**src/rtl/tcs_pkg.sv**
```systemverilog
`timescale 1ns/1ps
package tcs_pkg;

    typedef enum logic [2:0] {
        SRC_OFF      = 3'b000,
        SRC_DIRECT   = 3'b001,
        SRC_DIV8     = 3'b010,
        SRC_DIV64    = 3'b011,
        SRC_DIV256   = 3'b100,
        SRC_DIV1024  = 3'b101,
        SRC_PIN_FALL = 3'b110,
        SRC_PIN_RISE = 3'b111
    } src_sel_e;

    typedef enum logic {
        LVL_LOW  = 1'b0,
        LVL_HIGH = 1'b1
    } pin_lvl_e;

    localparam int NUM_TAPS = 4;

    // Number of low prescaler bits that must be all ones for tap i.
    function automatic int tap_bits(input int idx);
        case (idx)
            0:       return 3;
            1:       return 6;
            2:       return 8;
            default: return 10;
        endcase
    endfunction

endpackage

```
**src/rtl/tcs_prescaler.sv**
```systemverilog
`timescale 1ns/1ps
module tcs_prescaler #(
    parameter int PRE_W    = 10,
    parameter int NUM_TAPS = tcs_pkg::NUM_TAPS
) (
    input  logic                clk_i,
    input  logic                rst_i,
    output logic [NUM_TAPS-1:0] tap_o
);

    logic [PRE_W-1:0] cnt_q;

    always_ff @(posedge clk_i) begin
        if (rst_i) begin
            cnt_q <= '0;
        end else begin
            cnt_q <= cnt_q + 1'b1;
        end
    end

    for (genvar i = 0; i < NUM_TAPS; i++) begin : g_tap
        localparam int BITS = tcs_pkg::tap_bits(i);
        assign tap_o[i] = &cnt_q[BITS-1:0];
    end

endmodule

```
**src/rtl/tcs_pin_edge.sv**
```systemverilog
`timescale 1ns/1ps
module tcs_pin_edge #(
    parameter int SYNC_STAGES = 2
) (
    input  logic clk_i,
    input  logic rst_i,
    input  logic pin_i,
    output logic rise_o,
    output logic fall_o
);
    import tcs_pkg::*;

    logic [SYNC_STAGES-1:0] sync_q;
    logic                   pin_s;
    pin_lvl_e               lvl_q, lvl_d;

    always_ff @(posedge clk_i) begin
        if (rst_i) begin
            sync_q <= '0;
        end else begin
            sync_q <= {sync_q[SYNC_STAGES-2:0], pin_i};
        end
    end

    assign pin_s = sync_q[SYNC_STAGES-1];

    // State register
    always_ff @(posedge clk_i) begin
        if (rst_i) begin
            lvl_q <= LVL_LOW;
        end else begin
            lvl_q <= lvl_d;
        end
    end

    // Next state and outputs
    always_comb begin
        lvl_d  = lvl_q;
        rise_o = 1'b0;
        fall_o = 1'b0;
        unique case (lvl_q)
            LVL_LOW: begin
                if (pin_s) begin
                    lvl_d  = LVL_HIGH;
                    rise_o = 1'b1;
                end
            end
            LVL_HIGH: begin
                if (!pin_s) begin
                    lvl_d  = LVL_LOW;
                    fall_o = 1'b1;
                end
            end
            default: lvl_d = LVL_LOW;
        endcase
    end

endmodule

```
**src/rtl/tcs_src_mux.sv**
```systemverilog
`timescale 1ns/1ps
module tcs_src_mux #(
    parameter int NUM_TAPS = tcs_pkg::NUM_TAPS
) (
    input  logic [2:0]          sel_i,
    input  logic [NUM_TAPS-1:0] tap_i,
    input  logic                rise_i,
    input  logic                fall_i,
    output logic                hit_o
);
    import tcs_pkg::*;

    src_sel_e sel;
    assign sel = src_sel_e'(sel_i);

    always_comb begin
        unique case (sel)
            SRC_OFF:      hit_o = 1'b0;
            SRC_DIRECT:   hit_o = 1'b1;
            SRC_DIV8:     hit_o = tap_i[0];
            SRC_DIV64:    hit_o = tap_i[1];
            SRC_DIV256:   hit_o = tap_i[2];
            SRC_DIV1024:  hit_o = tap_i[3];
            SRC_PIN_FALL: hit_o = fall_i;
            SRC_PIN_RISE: hit_o = rise_i;
            default:      hit_o = 1'b0;
        endcase
    end

endmodule

```
**src/rtl/tmr_clk_select.sv**
```systemverilog
`timescale 1ns/1ps
module tmr_clk_select #(
    parameter int PRE_W       = 10,
    parameter int SYNC_STAGES = 2
) (
    input  logic       clk_i,
    input  logic       rst_i,
    input  logic [2:0] src_sel_i,
    input  logic       ext_pin_i,
    output logic       count_en_o
);
    localparam int NUM_TAPS = tcs_pkg::NUM_TAPS;

    logic [NUM_TAPS-1:0] tap;
    logic                rise, fall, hit;

    tcs_prescaler #(.PRE_W(PRE_W), .NUM_TAPS(NUM_TAPS)) i_pre (
        .clk_i (clk_i),
        .rst_i (rst_i),
        .tap_o (tap)
    );

    tcs_pin_edge #(.SYNC_STAGES(SYNC_STAGES)) i_edge (
        .clk_i  (clk_i),
        .rst_i  (rst_i),
        .pin_i  (ext_pin_i),
        .rise_o (rise),
        .fall_o (fall)
    );

    tcs_src_mux #(.NUM_TAPS(NUM_TAPS)) i_mux (
        .sel_i  (src_sel_i),
        .tap_i  (tap),
        .rise_i (rise),
        .fall_i (fall),
        .hit_o  (hit)
    );

    always_ff @(posedge clk_i) begin
        if (rst_i) begin
            count_en_o <= 1'b0;
        end else begin
            count_en_o <= hit;
        end
    end

endmodule

```
**config.mk**
```make
export PLATFORM = sky130hd
export DESIGN_NAME = tmr_clk_select
export DESIGN_NICKNAME = d
export VERILOG_FILES = /design/src/rtl/tcs_pkg.sv /design/src/rtl/tcs_prescaler.sv /design/src/rtl/tcs_pin_edge.sv /design/src/rtl/tcs_src_mux.sv /design/src/rtl/tmr_clk_select.sv
export SDC_FILE = /design/constraint.sdc
export NUM_CORES = 1
export LEC_CHECK = 0
export ABC_AREA = 0
export BUFFER_PORTS_ARGS = -buffer_cell sky130_fd_sc_hd__buf_2
export CAP_MARGIN = 20
export CORE_AREA = 2 2 39 41
export DETAILED_ROUTE_END_ITERATION = 7
export DIE_AREA = 0 0 41 43
export GPL_TIMING_DRIVEN = 0
export HOLD_SLACK_MARGIN = 0.15
export PLACE_DENSITY = 0.63
export SLEW_MARGIN = 40
export SYNTH_ARGS = -nofsm -noshare
export SYNTH_HDL_FRONTEND = slang
export SYNTH_HIERARCHICAL = 1
export SYNTH_SLANG_ARGS = --single-unit
export TNS_END_PERCENT = 30
```
**constraint.sdc**
```tcl
create_clock -name clk_i -period 2.35 [get_ports clk_i]
set_clock_uncertainty 0.15 [all_clocks]
set_input_delay 0.705 -clock clk_i [delete_from_list [all_inputs] [get_ports clk_i]]
set_output_delay 0.705 -clock clk_i [all_outputs]
set_load 0.1 [all_outputs]
```
== Yosys cells after proc, flatten, opt, wreduce, memory -nomap -nowiden ==
Cells that the tools add are included.
Storage, ports and cells
  flip-flop bits (word level): 14
  input bits: 6
Operators by class
  add/subtract/negate cells: 1
  equality and inequality tests: 7
  mux-type cells: 5
  reductions and logical operators: 5
Operator list (count)
  3-bit equality test, second input constant: 4
  10-bit by 1-bit adder with 10-bit output, second input constant: 1
  10-bit AND reduction: 1
  1-bit case mux with 8 select lines: 1
  8-bit AND reduction: 1
  3-bit by 2-bit equality test with 1-bit output, second input constant: 2
  6-bit AND reduction: 1
  1-bit two-way mux: 4
  3-bit by 1-bit equality test with 1-bit output, second input constant: 1
  3-bit zero test: 1
  3-bit AND reduction: 1

== Logic depth before layout (Yosys ltp) ==
Gate-level depths: netlist of run 1.
  depth in word-level cells: 3
  gate-level depth with buffers: 6

== By module ==
The synthesis of run 1 kept the hierarchy.
Modules (own cells, without submodules)
  tcs_prescaler: times used 1, cells each 48, area an instance 452.9 µm², seq. area each 200.2 µm²
  tcs_pin_edge: times used 1, cells each 8, area an instance 91.3 µm², seq. area each 60.1 µm²
  tcs_src_mux: times used 1, cells each 5, area an instance 60.1 µm², seq. area each 0.0 µm²
  tmr_clk_select: times used 1, cells each 2, area an instance 33.8 µm², seq. area each 20.0 µm²

== Least setup slack after synthesis of run 1 ==
No wires, ideal clock.
  kind: reg2reg
  start: register i_pre.cnt_q[0]
  end: register count_en_o
  setup time: 0.112 ns
  arrival time: 1.780 ns
  setup slack: 0.308 ns
  cell stages (with the launch flop): 7
  path buffers: 0
  clock period less this slack: 2.042 ns
  cells stage by stage: dfxtp_1 ha_1 and4_1 and4_4 mux2_1 mux4_2 nor2b_4
Between the ends
  word-level cells in the longest chain between the ends: 2
  elaborated cells on any way between the ends: 5
  classes of those cells: 1 x mux; 4 x reduce/logical
RTL lines
  start: declaration: line tcs_prescaler.sv:11  | logic [PRE_W-1:0] cnt_q;
  start signal: assignment: line tcs_prescaler.sv:17  | cnt_q <= cnt_q + 1'b1;
  8-bit AND reduction: line tcs_prescaler.sv:23  | assign tap_o[i] = &cnt_q[BITS-1:0];
  via tap[2]: line tmr_clk_select.sv:14  | logic [NUM_TAPS-1:0] tap;
  1-bit case mux with 8 select lines: line tcs_src_mux.sv:17  | unique case (sel)
  via hit: line tmr_clk_select.sv:15  | logic rise, fall, hit;
  end signal: assignment: line tmr_clk_select.sv:43  | count_en_o <= hit;
  end: declaration: line tmr_clk_select.sv:10  | output logic count_en_o
The timed path passes the listed nets, and every way through them passes these cells.
A chain may end at the register's enable or synchronous reset.

== Final worst setup path of run 1 ==
Ends and elaborated chain as after synthesis.

==> results of run 1 <==
## flip-flops by register name, summed over array words and instances, names as in the netlist
name           flops
i_pre/cnt_q       10
i_edge/sync_q      2
count_en_o         1
i_edge/lvl_q       1
## cells in the mapped netlist (all sizes together)
cell	number
a21oi	2
and2	2
and3	1
and4	2
buf	1
dfxtp	14
ha	2
inv	1
mux2	4
mux4	1
nand2	2
nand2b	1
nand3	3
nand4	1
nor2	7
nor2b	10
nor4	1
o21ai	2
o31ai	1
or2b	1
or3	1
or4	1
xnor2	1
xor2	1
## cell families (layout without fill, tap and decap cells)
logic type      Yosys count  after routing  share of synthesized area, %
flops                    14             14                         43.92
mux                       5              5                         10.59
fa+ha+maj                 2              2                         3.921
compound gates            5              5                         4.314
xor+xnor                  2              2                         2.746
simple gates             33             33                         32.75
buf+inv                   2             11                         1.765
## area by class of cell
type | instances | area, sq um
Multi-Input combinational cell | 47 | 346.6
Sequential cell | 14 | 280.3
Fill cell | 139 | 673.1
Timing Repair Buffer | 6 | 30.03
Clock buffer | 3 | 22.52
Inverter | 1 | 3.754
Buffer | 1 | 7.507
Tap cell | 16 | 20.02
## worst max-delay path by stage
stage | cells after the start | slack [ns] | end | from
global route | 6 | 0.12 | count_en_o$_SDFF_PP0_ | i_pre/cnt_q[0]$_SDFF_PP0_
floorplan | 6 | 0.31 | count_en_o$_SDFF_PP0_ | i_pre/cnt_q[0]$_SDFF_PP0_
detailed placement | 6 | 0.22 | count_en_o$_SDFF_PP0_ | i_pre/cnt_q[0]$_SDFF_PP0_
finish | 6 | 0.21 | count_en_o$_SDFF_PP0_ | i_pre/cnt_q[0]$_SDFF_PP0_
CTS | 6 | 0.20 | count_en_o$_SDFF_PP0_ | i_pre/cnt_q[0]$_SDFF_PP0_
global placement | 6 | 0.21 | count_en_o$_SDFF_PP0_ | i_pre/cnt_q[0]$_SDFF_PP0_
## report_power, final
group,switching [mW],internal [mW]
Sequential,0.00554,0.244
Combinational,0.0152,0.0144
Clock,0.0732,0.0594
Total,0.0939,0.318
## metal layers
| layer | global-route usage [%] | wire [um] | vias to the layer above |
|---|---|---|---|
| met2 | 20.31 | 406 | 5 |
| met1 | 19.33 | 511 | 191 |
| met3 | 6.283 | 24 | 2 |
| li1 | - | - | 240 |
| met5 | 0 | 0 | - |
| met4 | 12.00 | 15 | 0 |
## worst max-delay path, cell delays in order, from the launching register on
cell and delay, ns:
dfxtp_1 0.35, ha_1 0.24, and4_1 0.25, and4_4 0.21
mux2_1 0.27, mux4_2 0.45, nor2b_4 0.13
## through the flow
stage / util [%] / setup WS [ns] / instances / instance area [sq um] / hold WS (ns)
2_1_floorplan: - / 0.3081 / 63 / 638.1 / 0.2638
3_5_place_dp: 49.73 / 0.2219 / 85 / 688.2 / 0.2848
6_report: 51.36 / 0.2122 / 88 / 710.7 / 0.2980
4_1_cts: 51.36 / 0.2046 / 88 / 710.7 / 0.3072
5_1_grt: 51.36 / 0.1160 / 88 / 710.7 / 0.3253
3_3_place_gp: 49.73 / 0.2126 / 85 / 688.2 / 0.2824
==> flow_metrics.py, run 1 <==
metrics = {
    "outcome": {
        "status": "finished, final reports clean",
    },
    "clock_tree": {
        "post_cts_buffers": 0,
        "clockRootBuffer": "clkbuf_4",
        "numCtsBuffers": 3,
        "cts_buffer_depth": 2,
        "cts_resized": 0,
        "htreeDepth": 1,
        "clkLatencyLatePin_ns": 0.28,
        "cts.sink_count": 14,
        "cts_hold_buf": 0,
        "cts_tree": "done",
        "clkSlewWorstSetupHoldPaths_ns": 0.08,
    },
    "min_path": {
        "holdPathStages": 1,
        "hold_start": "i_edge/sync_q[0]$_SDFF_PP0_",
        "min_path_type": "reg -> reg",
        "hold-path-endpoint": "i_edge/sync_q[1]$_SDFF_PP0_",
    },
    "worst_setup_path": {
        "crit_type": "reg -> reg",
        "cp_max_fo": 4,
        "regToRegSetupSlack_ns": 0.21,
        "cp-end-kind": "flip-flop",
        "ff2ff_path_depth": 6,
        "r2r_end": "count_en_o$_SDFF_PP0_",
        "critPathRequiredTime_ns": 2.38,
        "cp-start-kind": "flip-flop",
        "crit_arrival_ns": 2.17,
        "reg2reg_from": "i_pre/cnt_q[0]$_SDFF_PP0_",
    },
    "timing": {
        "max_freq_mhz": 467.8,
        "worst_pin_slew_ns": 0.4812,
        "slew_viol_final": 0,
        "rsz0062_at_grt": "false",
        "tns_ns": 0,
        "finalHoldViolCount": 0,
        "min_period_ns": 2.138,
        "relSlewSlack_pct": 68.14,
        "fin_crit_sh_pct": 90.97,
        "setup_viol": 0,
    },
    "cells_and_area": {
        "area_growth_pct": 11.37,
        "most-common-layout-cells": "dfxtp_1 (14), nor2b_1 (9), nor2_1 (7)",
        "drive_gt1_share_pct": 26.39,
        "diodes": 0,
        "nNetsFinal": 82,
        "layout_commonest_cell": "dfxtp_1",
    },
    "drt": {
        "vias_per_cell": 4.977,
        "vias": 438,
        "drtAntennaViolNets": 0,
        "wirelength_um": 959,
        "first_pass_iters": 3,
        "drt_iter0_markers": 6,
        "drc_errors": 0,
        "wl_per_cell_um": 10.90,
    },
    "logic_synthesis": {
        "avgSynthCellArea_sq_um": 10.13,
        "synth_top_cell_by_area": "dfxtp_1",
        "synth-seq-cells": 14,
        "syn-num-nets": 71,
        "synth_area_leaders": "dfxtp_1 (44%), nor2b_1 (8.8%), nor2_1 (4.1%), ha_1 (3.9%), mux2_1 (3.5%)",
        "syn-cell-area_sq_um": 638.1,
        "synth_cell_type_count": 28,
        "ys_seq_area_share_pct": 43.92,
        "synth_cells": 63,
        "yosysWarnings": 6,
        "synth.top_cell.area_share_pct": 43.92,
    },
    "place": {
        "globalplace.congestion": 0.7055,
        "io_buffers": 6,
        "hpwlAfterDp_um": 703.5,
    },
    "floorplan": {
        "rows": 14,
        "core_sq_um": 1384,
        "fp.dieW_um": 41,
        "initial_utilization_pct": 46.11,
        "dieHeight_um": 43,
        "pin_count": 7,
        "dieArea_sq_um": 1763,
    },
    "power_and_ir_drop": {
        "p_total_mw": 0.4117,
        "ir_drop_uv": 342.2,
        "p_leak_nw": 0.2987,
        "pwr_density_cell_nw_per_um2": 579.3,
    },
    "grt": {
        "antenna_found_initial": 0,
        "grt_use_total_pct": 15.53,
        "grt_pass1_wl_mm": 1.752,
        "overflow": 0,
        "grt_max_degree": 11,
        "grt_pass1_vias": 446,
    },
    "flow_run": {
        "maxCapViolations": 0,
    },
}
No activity file was read; power rests on OpenSTA's default activity.
==> run 2: changes to the inputs <==
--- a/config.mk
+++ b/config.mk
@@ -11,6 +11,7 @@
 export CORE_AREA = 2 2 39 41
 export DETAILED_ROUTE_END_ITERATION = 7
 export DIE_AREA = 0 0 41 43
+export GPL_ROUTABILITY_DRIVEN = 0
 export GPL_TIMING_DRIVEN = 0
 export HOLD_SLACK_MARGIN = 0.15
 export PLACE_DENSITY = 0.63
==> constraint.sdc (replaced) <==
create_clock -name clk_i -period 2.21 [get_ports clk_i]
set_clock_uncertainty 0.15 [all_clocks]
set_input_delay 0.663 -clock clk_i [delete_from_list [all_inputs] [get_ports clk_i]]
set_output_delay 0.663 -clock clk_i [all_outputs]
set_load 0.1 [all_outputs]
==> run 2 against run 1 <==
Compared with the run above:
- global-route usage unchanged
- clock power grew 5%
- routed wire length shrank 0.94%
- design area up 0.53%
- count of clock-buffer cells in the layout unchanged
- highest routed layer unchanged
- via count stayed put
- hold slack hardly changed
- sequential power up 6%
- register-to-register slack got worse by 0.11 ns
==> flow_metrics.py, run 2 (synthesis results as in run 1) <==
metrics = {
    "cells_and_area": {
        "largest_reg_flops": 10,
        "top_register": "i_pre/cnt_q",
        "diodes": 0,
        "largestRegisters": "i_pre/cnt_q: 10 flops, i_edge/sync_q: 2 flops",
        "fill_cells": 138,
        "area_growth_pct": 11.96,
        "nNetsFinal": 82,
        "drive_gt1_share_pct": 29.17,
        "most-common-layout-cells": "dfxtp_1 (14), nor2b_1 (9), nor2_1 (7)",
        "layout_commonest_cell": "dfxtp_1",
        "stdcell_count": 88,
    },
    "worst_setup_path": {
        "cp-start-kind": "flip-flop",
        "cp_max_fo": 4,
        "crit_arrival_ns": 2.14,
        "cp-end-kind": "flip-flop",
        "ff2ff_path_depth": 6,
        "critPathRequiredTime_ns": 2.24,
        "path_delay_family": "multiplexers",
        "slowest_stage": "mux4_2",
        "reg2reg_from": "i_pre/cnt_q[0]$_SDFF_PP0_",
        "cp.depth": 6,
        "worstPathCellList": "ha_2 -> and4_2 -> and4_4 -> mux2_1 -> mux4_2 -> nor2b_4",
        "regToRegSetupSlack_ns": 0.1,
        "r2r_end": "count_en_o$_SDFF_PP0_",
        "crit_type": "reg -> reg",
        "crit_start": "i_pre/cnt_q[0]$_SDFF_PP0_",
        "worst-path-buf-inv": 0,
        "cpPeakStageDelay_ns": 0.45,
        "cp-endpoint": "count_en_o$_SDFF_PP0_",
    },
    "grt": {
        "grt_pass1_vias": 446,
        "grt_max_degree": 11,
        "antenna_found_initial": 0,
        "grt_pass1_wl_mm": 1.752,
        "grt_use_total_pct": 15.53,
        "overflow": 0,
    },
    "drt": {
        "drtAntennaViolNets": 0,
        "drc_errors": 0,
        "first_pass_iters": 3,
        "vias": 438,
        "wirelength_um": 950,
        "vias_per_cell": 4.977,
        "drt_iter0_markers": 6,
        "wl_per_cell_um": 10.80,
    },
    "floorplan": {
        "dieArea_sq_um": 1763,
        "rows": 14,
        "fp.dieW_um": 41,
        "initial_utilization_pct": 46.11,
        "dieHeight_um": 43,
        "pin_count": 7,
        "core_sq_um": 1384,
    },
    "timing": {
        "relSlewSlack_pct": 68.14,
        "setup_viol": 0,
        "fin_ws_ns": 0.09842,
        "max_freq_mhz": 473.6,
        "worst_pin_slew_ns": 0.4812,
        "tns_ns": 0,
        "slew_viol_final": 0,
        "finalHoldViolCount": 0,
        "rsz0062_at_grt": "false",
        "min_period_ns": 2.112,
        "fin_crit_sh_pct": 95.55,
        "hold_ws_ns": 0.2980,
    },
    "place": {
        "placed_cells": 85,
        "dpl_worst_slack_ns": 0.08193,
        "hpwlAfterDp_um": 703.5,
        "io_buffers": 6,
    },
    "outcome": {
        "status": "finished, final reports clean",
    },
    "clock_tree": {
        "cts_hold_buf": 0,
        "numCtsBuffers": 3,
        "clockRootBuffer": "clkbuf_4",
        "htreeDepth": 1,
        "cts_tree": "done",
        "clkLatencyLatePin_ns": 0.27,
        "clkSlewWorstSetupHoldPaths_ns": 0.08,
        "post_cts_buffers": 0,
        "cts.sink_count": 14,
        "cts_buffer_depth": 2,
        "cts_resized": 0,
    },
    "flow_run": {
        "maxCapViolations": 0,
    },
    "power_and_ir_drop": {
        "p_total_mw": 0.4373,
        "pwr_density_cell_nw_per_um2": 612.1,
        "p_leak_nw": 0.2966,
        "ir_drop_uv": 363.9,
    },
    "min_path": {
        "min_path_type": "reg -> reg",
    },
}
-- run 2: changes by cell type in the layout (fill, tap and decap cells not counted) --
| cell | before | now |
|---|---|---|
| and4_1 | 1 | 0 |
| and4_2 | 0 | 1 |
| ha_1 | 2 | 1 |
| ha_2 | 0 | 1 |
-- run 2: worst min path at each step --
stage	startpoint	to	slack, ns	cells past startpoint
6_report	i_edge/sync_q[0]$_SDFF_PP0_	i_edge/sync_q[1]$_SDFF_PP0_	0.30	1
5_1_grt	i_edge/sync_q[0]$_SDFF_PP0_	i_edge/sync_q[1]$_SDFF_PP0_	0.33	1
4_1_cts	i_edge/sync_q[0]$_SDFF_PP0_	i_edge/sync_q[1]$_SDFF_PP0_	0.31	1
3_5_place_dp	i_edge/sync_q[0]$_SDFF_PP0_	i_edge/sync_q[1]$_SDFF_PP0_	0.28	1
3_3_place_gp	i_edge/sync_q[0]$_SDFF_PP0_	i_edge/sync_q[1]$_SDFF_PP0_	0.28	1
2_1_floorplan	i_edge/sync_q[0]$_SDFF_PP0_	i_edge/sync_q[1]$_SDFF_PP0_	0.26	1
-- run 2: metal layers --
layer  part of all wire, %  routed length (um)  vias to the layer above  GRT usage (%)
li1                      -                   -                      240              -
met1                    53                 507                      191          19.33
met2                    43                 405                        5          20.31
met3                   2.2                  21                        2          6.283
met4                   1.6                  15                        0          12.00
met5                     0                   0                        -              0
-- run 2: area by class of cell --
type	instances	area [sq um]	share of cell area, %
Tap cell	16	20.02	2.802
Buffer	1	7.507	1.051
Timing Repair Buffer	6	30.03	4.203
Multi-Input combinational cell	47	350.3	49.04
Sequential cell	14	280.3	39.23
Clock buffer	3	22.52	3.152
Inverter	1	3.754	0.5254
-- run 2: power breakdown --
group | total, mW | internal [mW] | switching, mW
clock network | 0.140 | 0.0631 | 0.0770
registers | 0.265 | 0.260 | 0.00595
logic | 0.0317 | 0.0156 | 0.0161
total | 0.437 | 0.338 | 0.0991
-- run 2: stage by stage --
step	instance area (sq um)	util [%]
detailed placement	688.2	49.73
global route	714.4	51.63
global placement	688.2	49.73
finish	714.4	51.63
CTS	710.7	51.36
floorplan	638.1	-
